===== config.mk =====
export PLATFORM = sky130hd
export DESIGN_NAME = raster_scan_ctrl
export DESIGN_NICKNAME = d
export VERILOG_FILES = /design/src/rtl/raster_pkg.sv /design/src/rtl/raster_cfg.sv /design/src/rtl/raster_timing.sv /design/src/rtl/raster_pixel.sv /design/src/rtl/raster_scan_ctrl.sv
export SDC_FILE = /design/constraint.sdc
export NUM_CORES = 1
export LEC_CHECK = 0
export CAP_MARGIN = 20
export CORE_UTILIZATION = 45
export DETAILED_ROUTE_END_ITERATION = 8
export SLEW_MARGIN = 10
export SYNTH_ARGS = -nofsm -noshare
export SYNTH_HDL_FRONTEND = slang
export SYNTH_SLANG_ARGS = --single-unit

===== constraint.sdc =====
create_clock -name clk -period 3.6 [get_ports clk]
set_input_delay 0.72 -clock clk [delete_from_list [all_inputs] [get_ports clk]]
set_output_delay 0.72 -clock clk [all_outputs]
set_load 0.01 [all_outputs]

===== src/rtl/raster_pkg.sv =====
// Package: shared types and constants for the raster scan controller.
// Assumes glyphs are 8 pixels wide and 16 rows high.
package raster_pkg;

    localparam int OFS_W       = 4;
    localparam int GLYPH_ROWS  = 16;
    localparam int ROW_W       = $clog2(GLYPH_ROWS);
    localparam int PIX_W       = 9;

    localparam logic [OFS_W-1:0] OFS_LINES  = 4'h0;
    localparam logic [OFS_W-1:0] OFS_COLS   = 4'h4;
    localparam logic [OFS_W-1:0] OFS_ORIGIN = 4'h8;
    localparam logic [OFS_W-1:0] OFS_MODE   = 4'hC;

    localparam logic [PIX_W-1:0] BLANK_LVL = 9'h000;
    localparam logic [PIX_W-1:0] GLYPH_ON  = 9'h1FF;
    localparam logic [PIX_W-1:0] GLYPH_OFF = 9'h100;

    typedef enum logic [1:0] {
        ST_VBLANK = 2'd0,
        ST_HBLANK = 2'd1,
        ST_ACTIVE = 2'd2
    } scan_state_e;

    // Per-clock scan information travelling down the pixel pipeline
    typedef struct packed {
        logic             vb;
        logic             hb;
        logic             act;
        logic             text;
        logic [2:0]       bitx;
        logic [ROW_W-1:0] row;
    } tap_t;

endpackage


===== src/rtl/raster_cfg.sv =====
// Module: programmable registers plus the working copies used by the scan.
// Live registers take writes at any time. The working copies load only on
// the frame-start pulse, so a frame always runs from one consistent set.
module raster_cfg
    import raster_pkg::*;
#(
    parameter int                DIM_W     = 12,
    parameter int                ADDR_W    = 20,
    parameter logic [DIM_W-1:0]  LINES_RST = 2,
    parameter logic [DIM_W-1:0]  COLS_RST  = 4,
    parameter logic [ADDR_W-1:0] ORG_RST   = 'h100
) (
    input  logic              clk,
    input  logic              rst_n,
    input  logic              we,
    input  logic [OFS_W-1:0]  ofs,
    input  logic [ADDR_W-1:0] wdata,
    input  logic              load,
    output logic [DIM_W-1:0]  sh_lines,
    output logic [DIM_W-1:0]  sh_cols,
    output logic [ADDR_W-1:0] sh_org,
    output logic              sh_text
);

    logic [DIM_W-1:0]  lv_lines;
    logic [DIM_W-1:0]  lv_cols;
    logic [ADDR_W-1:0] lv_org;
    logic              lv_text;

    // Decode register writes into the live copies
    always_ff @(posedge clk) begin
        if (!rst_n) begin
            lv_lines <= LINES_RST;
            lv_cols  <= COLS_RST;
            lv_org   <= ORG_RST;
            lv_text  <= 1'b0;
        end else if (we) begin
            case (ofs)
                OFS_LINES:  lv_lines <= wdata[DIM_W-1:0];
                OFS_COLS:   lv_cols  <= wdata[DIM_W-1:0];
                OFS_ORIGIN: lv_org   <= wdata;
                OFS_MODE:   lv_text  <= wdata[0];
                default:    ;
            endcase
        end
    end

    // Copy the live values into the working set at each frame start
    always_ff @(posedge clk) begin
        if (!rst_n) begin
            sh_lines <= LINES_RST;
            sh_cols  <= COLS_RST;
            sh_org   <= ORG_RST;
            sh_text  <= 1'b0;
        end else if (load) begin
            sh_lines <= lv_lines;
            sh_cols  <= lv_cols;
            sh_org   <= lv_org;
            sh_text  <= lv_text;
        end
    end

endmodule


===== src/rtl/raster_timing.sv =====
// Module: frame and line sequencer with the fetch address generator.
// One scan step per clock. In text mode each character takes 8 steps and
// each text line repeats for all glyph rows. Assumes H_BLANK, V_BLANK >= 1.
module raster_timing
    import raster_pkg::*;
#(
    parameter int DIM_W   = 12,
    parameter int ADDR_W  = 20,
    parameter int H_BLANK = 4,
    parameter int V_BLANK = 6
) (
    input  logic              clk,
    input  logic              rst_n,
    input  logic [DIM_W-1:0]  sh_lines,
    input  logic [DIM_W-1:0]  sh_cols,
    input  logic [ADDR_W-1:0] sh_org,
    input  logic              sh_text,
    output logic              frame_load,
    output logic              scan_rd,
    output logic [ADDR_W-1:0] scan_addr,
    output tap_t              tap
);

    localparam int CNT_MAX = (H_BLANK > V_BLANK) ? H_BLANK : V_BLANK;
    localparam int CNT_W   = $clog2(CNT_MAX + 1);
    localparam logic [CNT_W-1:0] H_LAST = CNT_W'(H_BLANK - 1);
    localparam logic [CNT_W-1:0] V_LAST = CNT_W'(V_BLANK - 1);
    localparam logic [ROW_W-1:0] ROW_LAST = ROW_W'(GLYPH_ROWS - 1);

    scan_state_e       st;
    logic [CNT_W-1:0]  cnt;
    logic [DIM_W-1:0]  col;
    logic [DIM_W-1:0]  line;
    logic [2:0]        bitc;
    logic [ROW_W-1:0]  row;
    logic [ADDR_W-1:0] addr;
    logic [ADDR_W-1:0] base;

    logic [DIM_W-1:0]  cols_last;
    logic [DIM_W-1:0]  lines_last;
    logic              char_end;
    logic              hb_done;
    logic              vb_done;
    logic              line_done;
    logic              last_row;
    logic              frame_done;

    // Derive the end-of-character, end-of-line and end-of-frame events
    always_comb begin
        cols_last  = sh_cols - 1'b1;
        lines_last = sh_lines - 1'b1;
        char_end   = !sh_text || (bitc == 3'd7);
        hb_done    = (st == ST_HBLANK) && (cnt == H_LAST);
        vb_done    = (st == ST_VBLANK) && (cnt == V_LAST);
        line_done  = ((st == ST_ACTIVE) && char_end && (col == cols_last))
                   || (hb_done && (sh_cols == '0));
        last_row   = !sh_text || (row == ROW_LAST);
        frame_done = line_done && last_row && (line == lines_last);
        frame_load = frame_done || (vb_done && (sh_lines == '0));
        scan_rd    = (st == ST_ACTIVE) && (!sh_text || (bitc == 3'd0));
        scan_addr  = addr;
        tap.vb     = (st == ST_VBLANK);
        tap.hb     = (st == ST_HBLANK);
        tap.act    = (st == ST_ACTIVE);
        tap.text   = sh_text;
        tap.bitx   = bitc;
        tap.row    = row;
    end

    // Advance the state, the counters and the fetch address
    always_ff @(posedge clk) begin
        if (!rst_n) begin
            st   <= ST_VBLANK;
            cnt  <= '0;
            col  <= '0;
            line <= '0;
            bitc <= '0;
            row  <= '0;
            addr <= '0;
            base <= '0;
        end else begin
            case (st)
                ST_VBLANK: begin
                    cnt <= cnt + 1'b1;
                    if (vb_done) begin
                        cnt  <= '0;
                        line <= '0;
                        row  <= '0;
                        addr <= sh_org;
                        base <= sh_org;
                        if (sh_lines != '0) st <= ST_HBLANK;
                    end
                end
                ST_HBLANK: begin
                    cnt <= cnt + 1'b1;
                    if (hb_done) begin
                        cnt  <= '0;
                        col  <= '0;
                        bitc <= '0;
                        if (sh_cols != '0) st <= ST_ACTIVE;
                    end
                end
                ST_ACTIVE: begin
                    if (char_end) begin
                        col  <= col + 1'b1;
                        addr <= addr + 1'b1;
                    end
                    bitc <= sh_text ? bitc + 1'b1 : 3'd0;
                end
                default: st <= ST_VBLANK;
            endcase
            if (frame_done) begin
                st  <= ST_VBLANK;
                cnt <= '0;
            end else if (line_done) begin
                st  <= ST_HBLANK;
                cnt <= '0;
                if (last_row) begin
                    row  <= '0;
                    line <= line + 1'b1;
                    base <= base + ADDR_W'(sh_cols);
                    addr <= base + ADDR_W'(sh_cols);
                end else begin
                    row  <= row + 1'b1;
                    addr <= base;
                end
            end
        end
    end

endmodule


===== src/rtl/raster_pixel.sv =====
// Module: three-stage pixel pipeline. Stage 1 waits for the video byte and
// issues the font read. Stage 2 picks the byte or the glyph bit. Stage 3
// registers the outputs. Assumes both memories answer one cycle after a read.
module raster_pixel
    import raster_pkg::*;
(
    input  logic              clk,
    input  logic              rst_n,
    input  tap_t              tap,
    input  logic [7:0]        vram_data,
    input  logic [7:0]        font_data,
    output logic              font_rd,
    output logic [11:0]       font_addr,
    output logic [PIX_W-1:0]  vid_pix,
    output logic              vid_hsync,
    output logic              vid_vsync,
    output logic              vid_blank
);

    tap_t       t1;
    logic       t2_act;
    logic       t2_text;
    logic       t2_hb;
    logic       t2_vb;
    logic [2:0] t2_bit;
    logic [7:0] byte_q;
    logic [7:0] glyph_q;
    logic [7:0] glyph_sel;
    logic       glyph_bit;

    // Issue the glyph lookup while the character byte is on the bus
    always_comb begin
        font_rd   = t1.act && t1.text && (t1.bitx == 3'd0);
        font_addr = {vram_data, t1.row};
    end

    // Stages 1 and 2: carry the scan info and capture the fetched byte
    always_ff @(posedge clk) begin
        if (!rst_n) begin
            t1      <= '{vb: 1'b1, default: '0};
            t2_act  <= 1'b0;
            t2_text <= 1'b0;
            t2_hb   <= 1'b0;
            t2_vb   <= 1'b1;
            t2_bit  <= '0;
            byte_q  <= '0;
        end else begin
            t1      <= tap;
            t2_act  <= t1.act;
            t2_text <= t1.text;
            t2_hb   <= t1.hb;
            t2_vb   <= t1.vb;
            t2_bit  <= t1.bitx;
            if (t1.act && !t1.text) byte_q <= vram_data;
        end
    end

    // Hold the glyph row for the seven pixels after its arrival
    always_ff @(posedge clk) begin
        if (!rst_n) begin
            glyph_q <= '0;
        end else if (t2_act && t2_text && (t2_bit == 3'd0)) begin
            glyph_q <= font_data;
        end
    end

    // Pick the current glyph bit, most significant first
    always_comb begin
        glyph_sel = (t2_bit == 3'd0) ? font_data : glyph_q;
        glyph_bit = glyph_sel[3'd7 - t2_bit];
    end

    // Stage 3: register the video outputs
    always_ff @(posedge clk) begin
        if (!rst_n) begin
            vid_pix   <= BLANK_LVL;
            vid_hsync <= 1'b0;
            vid_vsync <= 1'b1;
            vid_blank <= 1'b1;
        end else begin
            if (!t2_act)      vid_pix <= BLANK_LVL;
            else if (t2_text) vid_pix <= glyph_bit ? GLYPH_ON : GLYPH_OFF;
            else              vid_pix <= {1'b1, byte_q};
            vid_hsync <= t2_hb;
            vid_vsync <= t2_vb;
            vid_blank <= !t2_act;
        end
    end

endmodule


===== src/rtl/raster_scan_ctrl.sv =====
// Module: top of the raster scan controller. It ties the register set, the
// sequencer and the pixel pipeline together. Outputs trail the scan by three
// clocks. Both memory ports are plain synchronous reads with no back-pressure.
module raster_scan_ctrl
    import raster_pkg::*;
#(
    parameter int                DIM_W     = 12,
    parameter int                ADDR_W    = 20,
    parameter int                H_BLANK   = 4,
    parameter int                V_BLANK   = 6,
    parameter logic [DIM_W-1:0]  LINES_RST = 2,
    parameter logic [DIM_W-1:0]  COLS_RST  = 4,
    parameter logic [ADDR_W-1:0] ORG_RST   = 'h100
) (
    input  logic              clk,
    input  logic              rst_n,
    input  logic              cfg_we,
    input  logic [3:0]        cfg_ofs,
    input  logic [ADDR_W-1:0] cfg_wdata,
    output logic              vram_rd,
    output logic [ADDR_W-1:0] vram_addr,
    input  logic [7:0]        vram_data,
    output logic              font_rd,
    output logic [11:0]       font_addr,
    input  logic [7:0]        font_data,
    output logic [8:0]        vid_pix,
    output logic              vid_hsync,
    output logic              vid_vsync,
    output logic              vid_blank
);

    logic [DIM_W-1:0]  sh_lines;
    logic [DIM_W-1:0]  sh_cols;
    logic [ADDR_W-1:0] sh_org;
    logic              sh_text;
    logic              frame_load;
    tap_t              tap;

    raster_cfg #(
        .DIM_W(DIM_W), .ADDR_W(ADDR_W),
        .LINES_RST(LINES_RST), .COLS_RST(COLS_RST), .ORG_RST(ORG_RST)
    ) u_cfg (
        .clk(clk), .rst_n(rst_n), .we(cfg_we), .ofs(cfg_ofs), .wdata(cfg_wdata),
        .load(frame_load), .sh_lines(sh_lines), .sh_cols(sh_cols),
        .sh_org(sh_org), .sh_text(sh_text)
    );

    raster_timing #(
        .DIM_W(DIM_W), .ADDR_W(ADDR_W), .H_BLANK(H_BLANK), .V_BLANK(V_BLANK)
    ) u_timing (
        .clk(clk), .rst_n(rst_n), .sh_lines(sh_lines), .sh_cols(sh_cols),
        .sh_org(sh_org), .sh_text(sh_text), .frame_load(frame_load),
        .scan_rd(vram_rd), .scan_addr(vram_addr), .tap(tap)
    );

    raster_pixel u_pixel (
        .clk(clk), .rst_n(rst_n), .tap(tap), .vram_data(vram_data),
        .font_data(font_data), .font_rd(font_rd), .font_addr(font_addr),
        .vid_pix(vid_pix), .vid_hsync(vid_hsync), .vid_vsync(vid_vsync),
        .vid_blank(vid_blank)
    );

endmodule


==> results of run 1 <==
-- layer usage --
metal / wire, µm / track usage [%]
met3: 1743 / 3.710
met1: 14830 / 34.41
met2: 13230 / 37.46
met4: 385 / 3.928
met5: 0 / 0
-- cell usage in the layout, fill, tap and decap left out, types with 24 or more instances in the layout --
| cell | instances |
|---|---|
| mux2i_1 | 30 |
| dfxtp_1 | 211 |
| and2_1 | 24 |
| nand2_1 | 179 |
| clkbuf_16 | 25 |
| clkdlybuf4s50_1 | 87 |
| ha_1 | 25 |
| a21oi_2 | 39 |
| o21ai_1 | 41 |
| nor2_1 | 88 |
| a21oi_1 | 120 |
| xnor2_1 | 28 |
| o21ai_0 | 29 |
| nand3_1 | 101 |
-- layout make-up --
| cell class | instances | area [µm²] | share of cell area [%] |
|---|---|---|---|
| Clock buffer | 33 | 685.7 | 5.310 |
| Clock inverter | 8 | 142.6 | 1.105 |
| Inverter | 23 | 88.84 | 0.6880 |
| Multi-Input combinational cell | 1013 | 6265 | 48.52 |
| Sequential cell | 211 | 4224 | 32.71 |
| Tap cell | 324 | 405.4 | 3.140 |
| Timing Repair Buffer | 113 | 1101 | 8.527 |
-- kinds of logic after synthesis --
group,count (synthesis)
fa+ha+maj,26
buf+inv,122
mux,36
simple gates,548
compound gates,352
xor+xnor,51
flops,211
-- per-stage QoR --
step | std cells | setup WS [ps] | utilization [%] | instance area [µm²]
6_report | 1725 | 371.5 | 53.25 | 12910
5_1_grt | 1725 | 165.9 | 53.25 | 12910
4_1_cts | 1725 | 385.1 | 53.25 | 12910
3_5_place_dp | 1684 | 392.1 | 49.83 | 12080
3_3_place_gp | 1684 | 477.8 | 49.83 | 12080
2_1_floorplan | 1346 | 728.4 | - | 11060
-- flip-flops by register name (all words and copies together), names as in the netlist, 3 cells and up --
register	cells
u_cfg.lv_org	20
u_cfg.sh_org	20
u_timing.base	20
u_timing.scan_addr	20
u_cfg.lv_cols	12
u_cfg.lv_lines	12
u_cfg.sh_cols	12
u_cfg.sh_lines	12
u_timing.col	12
u_timing.line	12
u_pixel.vid_pix	9
u_pixel.byte_q	8
u_pixel.glyph_q	7
u_pixel.t1	7
u_pixel.font_addr	4
u_timing.row	4
u_pixel.t2_bit	3
u_timing.bitc	3
u_timing.cnt	3
-- power breakdown --
part / total, mW / switching (mW) / internal (mW) / leakage, nW
clock network: 2.57 / 0.959 / 1.61 / 0.404
logic: 0.206 / 0.115 / 0.0905 / 2.43
registers: 2.37 / 0.0144 / 2.35 / 1.70
total: 5.14 / 1.09 / 4.05 / 4.53
-- final timing paths --
kind | to | slack [ps] | cells after the start
max | u_timing.base[1] | 370 | 11
min | u_pixel.t2_vb | 400 | 1
max reg2reg | u_timing.base[1] | 370 | 11
min reg2reg | u_pixel.t2_vb | 400 | 1
-- worst max-delay path, cell delays in order (launching register included) --
cell and delay, ps:
dfxtp_1 390, inv_1 90, ha_1 250, or3b_2 540, nor4_4 220, o21ai_1 110, a31oi_1 420, o221a_4 320
o211ai_4 170, buf_4 280, and3_1 170, a211oi_2 190
==> results.json, run 1 <==
{
  "post_drt_wl_per_cell_um": 17.50,
  "rows": 57,
  "fin_hold_ws_ps": 405.0,
  "drt_iter0_drc": 727,
  "clockBufferDepth": 3,
  "cap_violations": 0,
  "netlist_area_um2": 11060,
  "fin_skew_ps": 11.38,
  "peakVddDrop_v": 0.0003537,
  "synth_cells": 1346,
  "synth.most_common_cell": "dfxtp_1",
  "grtUsageTotal_pct": 23.76,
  "io_buffers": 88,
  "hold_path.class": "flip-flop to flip-flop",
  "fin_total_pwr_mw": 5.140,
  "synth_top_area_share_pct": 38.18,
  "syn_to_final_growth_pct": 16.70,
  "cts_hold_buf": 0,
  "dr_total_vias": 9808,
  "syn_nets": 1415,
  "p_leak_nw": 4.531,
  "cts_root_buffer": "clkbuf_16",
  "first_pass_iters": 7,
  "synth_xor_area_share_pct": 4.037,
  "synthMuxAreaShare_pct": 3.528,
  "vias_per_cell": 5.686,
  "critical_path_arrival_ps": 3660,
  "status": "complete, no violations",
  "yosysTopAreaCell": "dfxtp_1",
  "setup_viol": 0,
  "clock_latency_ps": 510,
  "antenna_cells": 0,
  "fin_setup_tns_ps": 0,
  "grt_pass1_wl_mm": 49.22,
  "synth_compound_area_share_pct": 21.29,
  "crit_start": "u_cfg.sh_cols[0]",
  "cts_made_buffers": 24,
  "num_io_pins": 89,
  "yosys.area_share.simple_pct": 24.66,
  "fillers": 2336,
  "grt_remaining_overflow": 0,
  "dp.final_hpwl_mm": 21.18,
  "synth_area_leaders": "dfxtp_1, nand2_1, a21oi_1",
  "power_density_nw_per_um2": 398.1,
  "core_um2": 24250,
  "hold_start": "u_pixel.t1[10]",
  "post-cts-setup-buffers": 0,
  "synth_seq_cells": 211,
  "synth_edf_count": 0,
  "grt_start_max_net_pins": 67,
  "clk_pin_slew_ps": 60,
  "cts_resized": 0,
  "yosysSeqAreaShare_pct": 38.18,
  "antenna_left": 0,
  "fp.dieW_um": 158.8,
  "cp_max_fo": 23,
  "slew_headroom_pct": 34.31,
  "ctsHtreeMaxLevel": 1,
  "cp.required_ps": 4030,
  "async_flop_share_pct": 0,
  "endpoint_kind": "flip-flop",
  "tightest_slew_ps": 983.3,
  "grt_setup_unrepaired": "no",
  "fin_crit_ps": 3229,
  "cp-start-kind": "flip-flop",
  "final_nets": 1455,
  "slew_viol_final": 0,
  "synth-main-ff-cell": "dfxtp_1",
  "final_hold_viol_count": 0,
  "fin_crit_sh_pct": 89.68,
  "fmax_ghz": 0.3097,
  "reg2reg_from": "u_cfg.sh_cols[0]",
  "yosysWarnings": 0,
  "drt-total-wl_mm": 30.19,
  "yosysUniqueCellTypes": 89,
  "cts_tree": "yes",
  "cts_num_sinks": 211,
  "die-area_um2": 25220,
  "routabilityCongestion": 0.8870,
  "grt_pass1_vias": 9123,
  "path_class": "flip-flop to flip-flop",
  "drc": 0,
  "ys_top_cells_by_count": "dfxtp_1, nand2_1, a21oi_1",
  "layout-drive-gt1-share_pct": 10.14,
  "postSynthAreaPerCell_um2": 8.220,
  "synth_top_family_by_area": "simple AND/OR/NAND/NOR gates",
  "synth_fa_ha_area_share_pct": 3.008,
  "start_util_pct": 45.63,
  "fp.dieH_um": 158.8,
  "antenna_found_initial": 0
}
(Power assumes the default switching activity.)
==> run 2: changes to the inputs <==
- CORE_UTILIZATION: 45 -> 50
- PLACE_DENSITY: not set -> 0.7
==> results.json, run 2 (synthesis gave the netlist of run 1 again) <==
{
  "layout.cells.most_common": "dfxtp_1",
  "path_class": "flip-flop to flip-flop",
  "cts_tree": "yes",
  "antenna_found_initial": 0,
  "cp-start-kind": "flip-flop",
  "post_drt_wl_per_cell_um": 17.43,
  "fin_hold_ws_ps": 411.4,
  "fp.dieH_um": 150.8,
  "fin_setup_tns_ps": 0,
  "core_um2": 21760,
  "slew_headroom_pct": 35.72,
  "dpl.cell_count": 1641,
  "fp.dieW_um": 150.8,
  "setup_viol": 0,
  "power_density_nw_per_um2": 377.5,
  "fmax_ghz": 0.3013,
  "final_nets": 1455,
  "drc": 0,
  "grt_pass1_wl_mm": 46.59,
  "io_buffers": 88,
  "cts_made_buffers": 23,
  "hold_path.class": "flip-flop to flip-flop",
  "status": "complete, no violations",
  "cap_violations": 0,
  "grt_remaining_overflow": 0,
  "fin_skew_ps": 12.51,
  "antenna_left": 0,
  "critical_path_arrival_ps": 3770,
  "dr_total_vias": 9963,
  "setup_slack_ps": 281.1,
  "cp.required_ps": 4050,
  "antenna_cells": 0,
  "finalInstanceArea_um2": 12740,
  "routabilityCongestion": 0.8984,
  "cts_resized": 0,
  "grt_setup_unrepaired": "no",
  "syn_to_final_growth_pct": 15.18,
  "drt_iter0_drc": 693,
  "dpl_worst_slack_ps": 349.6,
  "p_leak_nw": 4.489,
  "fin_crit_ps": 3319,
  "fin_crit_sh_pct": 92.19,
  "grtUsageTotal_pct": 25.59,
  "final_hold_viol_count": 0,
  "cts_root_buffer": "clkbuf_16",
  "drt-total-wl_mm": 29.25,
  "cts_num_sinks": 211,
  "grt_pass1_vias": 9088,
  "placed_cell_area_um2": 12040,
  "cts_hold_buf": 0,
  "rows": 54,
  "first_pass_iters": 6,
  "final_cells": 1678,
  "post-cts-setup-buffers": 0,
  "start_util_pct": 50.86,
  "fillers": 1970,
  "cp_max_fo": 26,
  "clk_pin_slew_ps": 60,
  "die-area_um2": 22730,
  "peakVddDrop_v": 0.0002750,
  "dp.final_hpwl_mm": 20.55,
  "layout-drive-gt1-share_pct": 10.23,
  "mostFrequentLayoutCells": "dfxtp_1, nand2_1, a21oi_1",
  "num_io_pins": 89,
  "tightest_slew_ps": 956.2,
  "clockBufferDepth": 3,
  "clock_latency_ps": 500,
  "grt_start_max_net_pins": 82,
  "ctsHtreeMaxLevel": 1,
  "endpoint_kind": "flip-flop",
  "vias_per_cell": 5.937,
  "slew_viol_final": 0
}
[run 2: cell type report]
cell class              count  area, µm²  area share, %
repair buffers            114       1109          8.699
clock inverters             9      72.57         0.5695
flip-flops and latches    211       4224          33.15
inverters                  23      88.84         0.6971
clock buffers              28      634.4          4.978
well taps                 280      350.3          2.749
multi-input cells        1013       6265          49.16
[run 2: path summary, 6_finish.rpt]
check        depth (start not counted)        startpoint                end  slack (ps)
max                                 10  u_cfg.sh_cols[1]  u_timing.base[15]         280
min                                  1     u_pixel.t2_vb  u_pixel.vid_vsync         410
max reg2reg                         10  u_cfg.sh_cols[1]  u_timing.base[15]         280
min reg2reg                          1     u_pixel.t2_vb  u_pixel.vid_vsync         410
[run 2: routing by layer]
layer / up-vias / routed length [µm] / global-route usage [%]
met3: 47 / 2095 / 3.424
li1: 4886 / - / -
met2: 335 / 13000 / 40.23
met1: 4695 / 13580 / 36.41
met4: 0 / 567 / 7.100
met5: - / 0 / 0
[run 2: worst max-delay path: stages (launching register included)]
cell	delay [ps]
dfxtp_1	370
inv_1	150
ha_1	280
or3b_2	540
nor4_4	240
nand2_1	170
nor2_1	370
o221a_4	320
o21ai_4	210
a2111oi_0	440
a221o_1	170
[run 2: power breakdown]
part / total, mW / leakage [nW] / internal, mW / switching, mW
sequential: 2.37 / 1.70 / 2.35 / 0.0145
clock: 2.24 / 0.355 / 1.31 / 0.931
combinational: 0.203 / 2.43 / 0.0902 / 0.113
total: 4.81 / 4.49 / 3.75 / 1.06
[run 2: metrics by stage]
stage | util (%) | power [mW]
3_3_place_gp | 55.33 | 2.618
4_1_cts | 58.57 | 4.853
5_1_grt | 58.57 | 4.972
3_5_place_dp | 55.33 | 2.620
6_report | 58.57 | 4.811
2_1_floorplan | - | 2.520
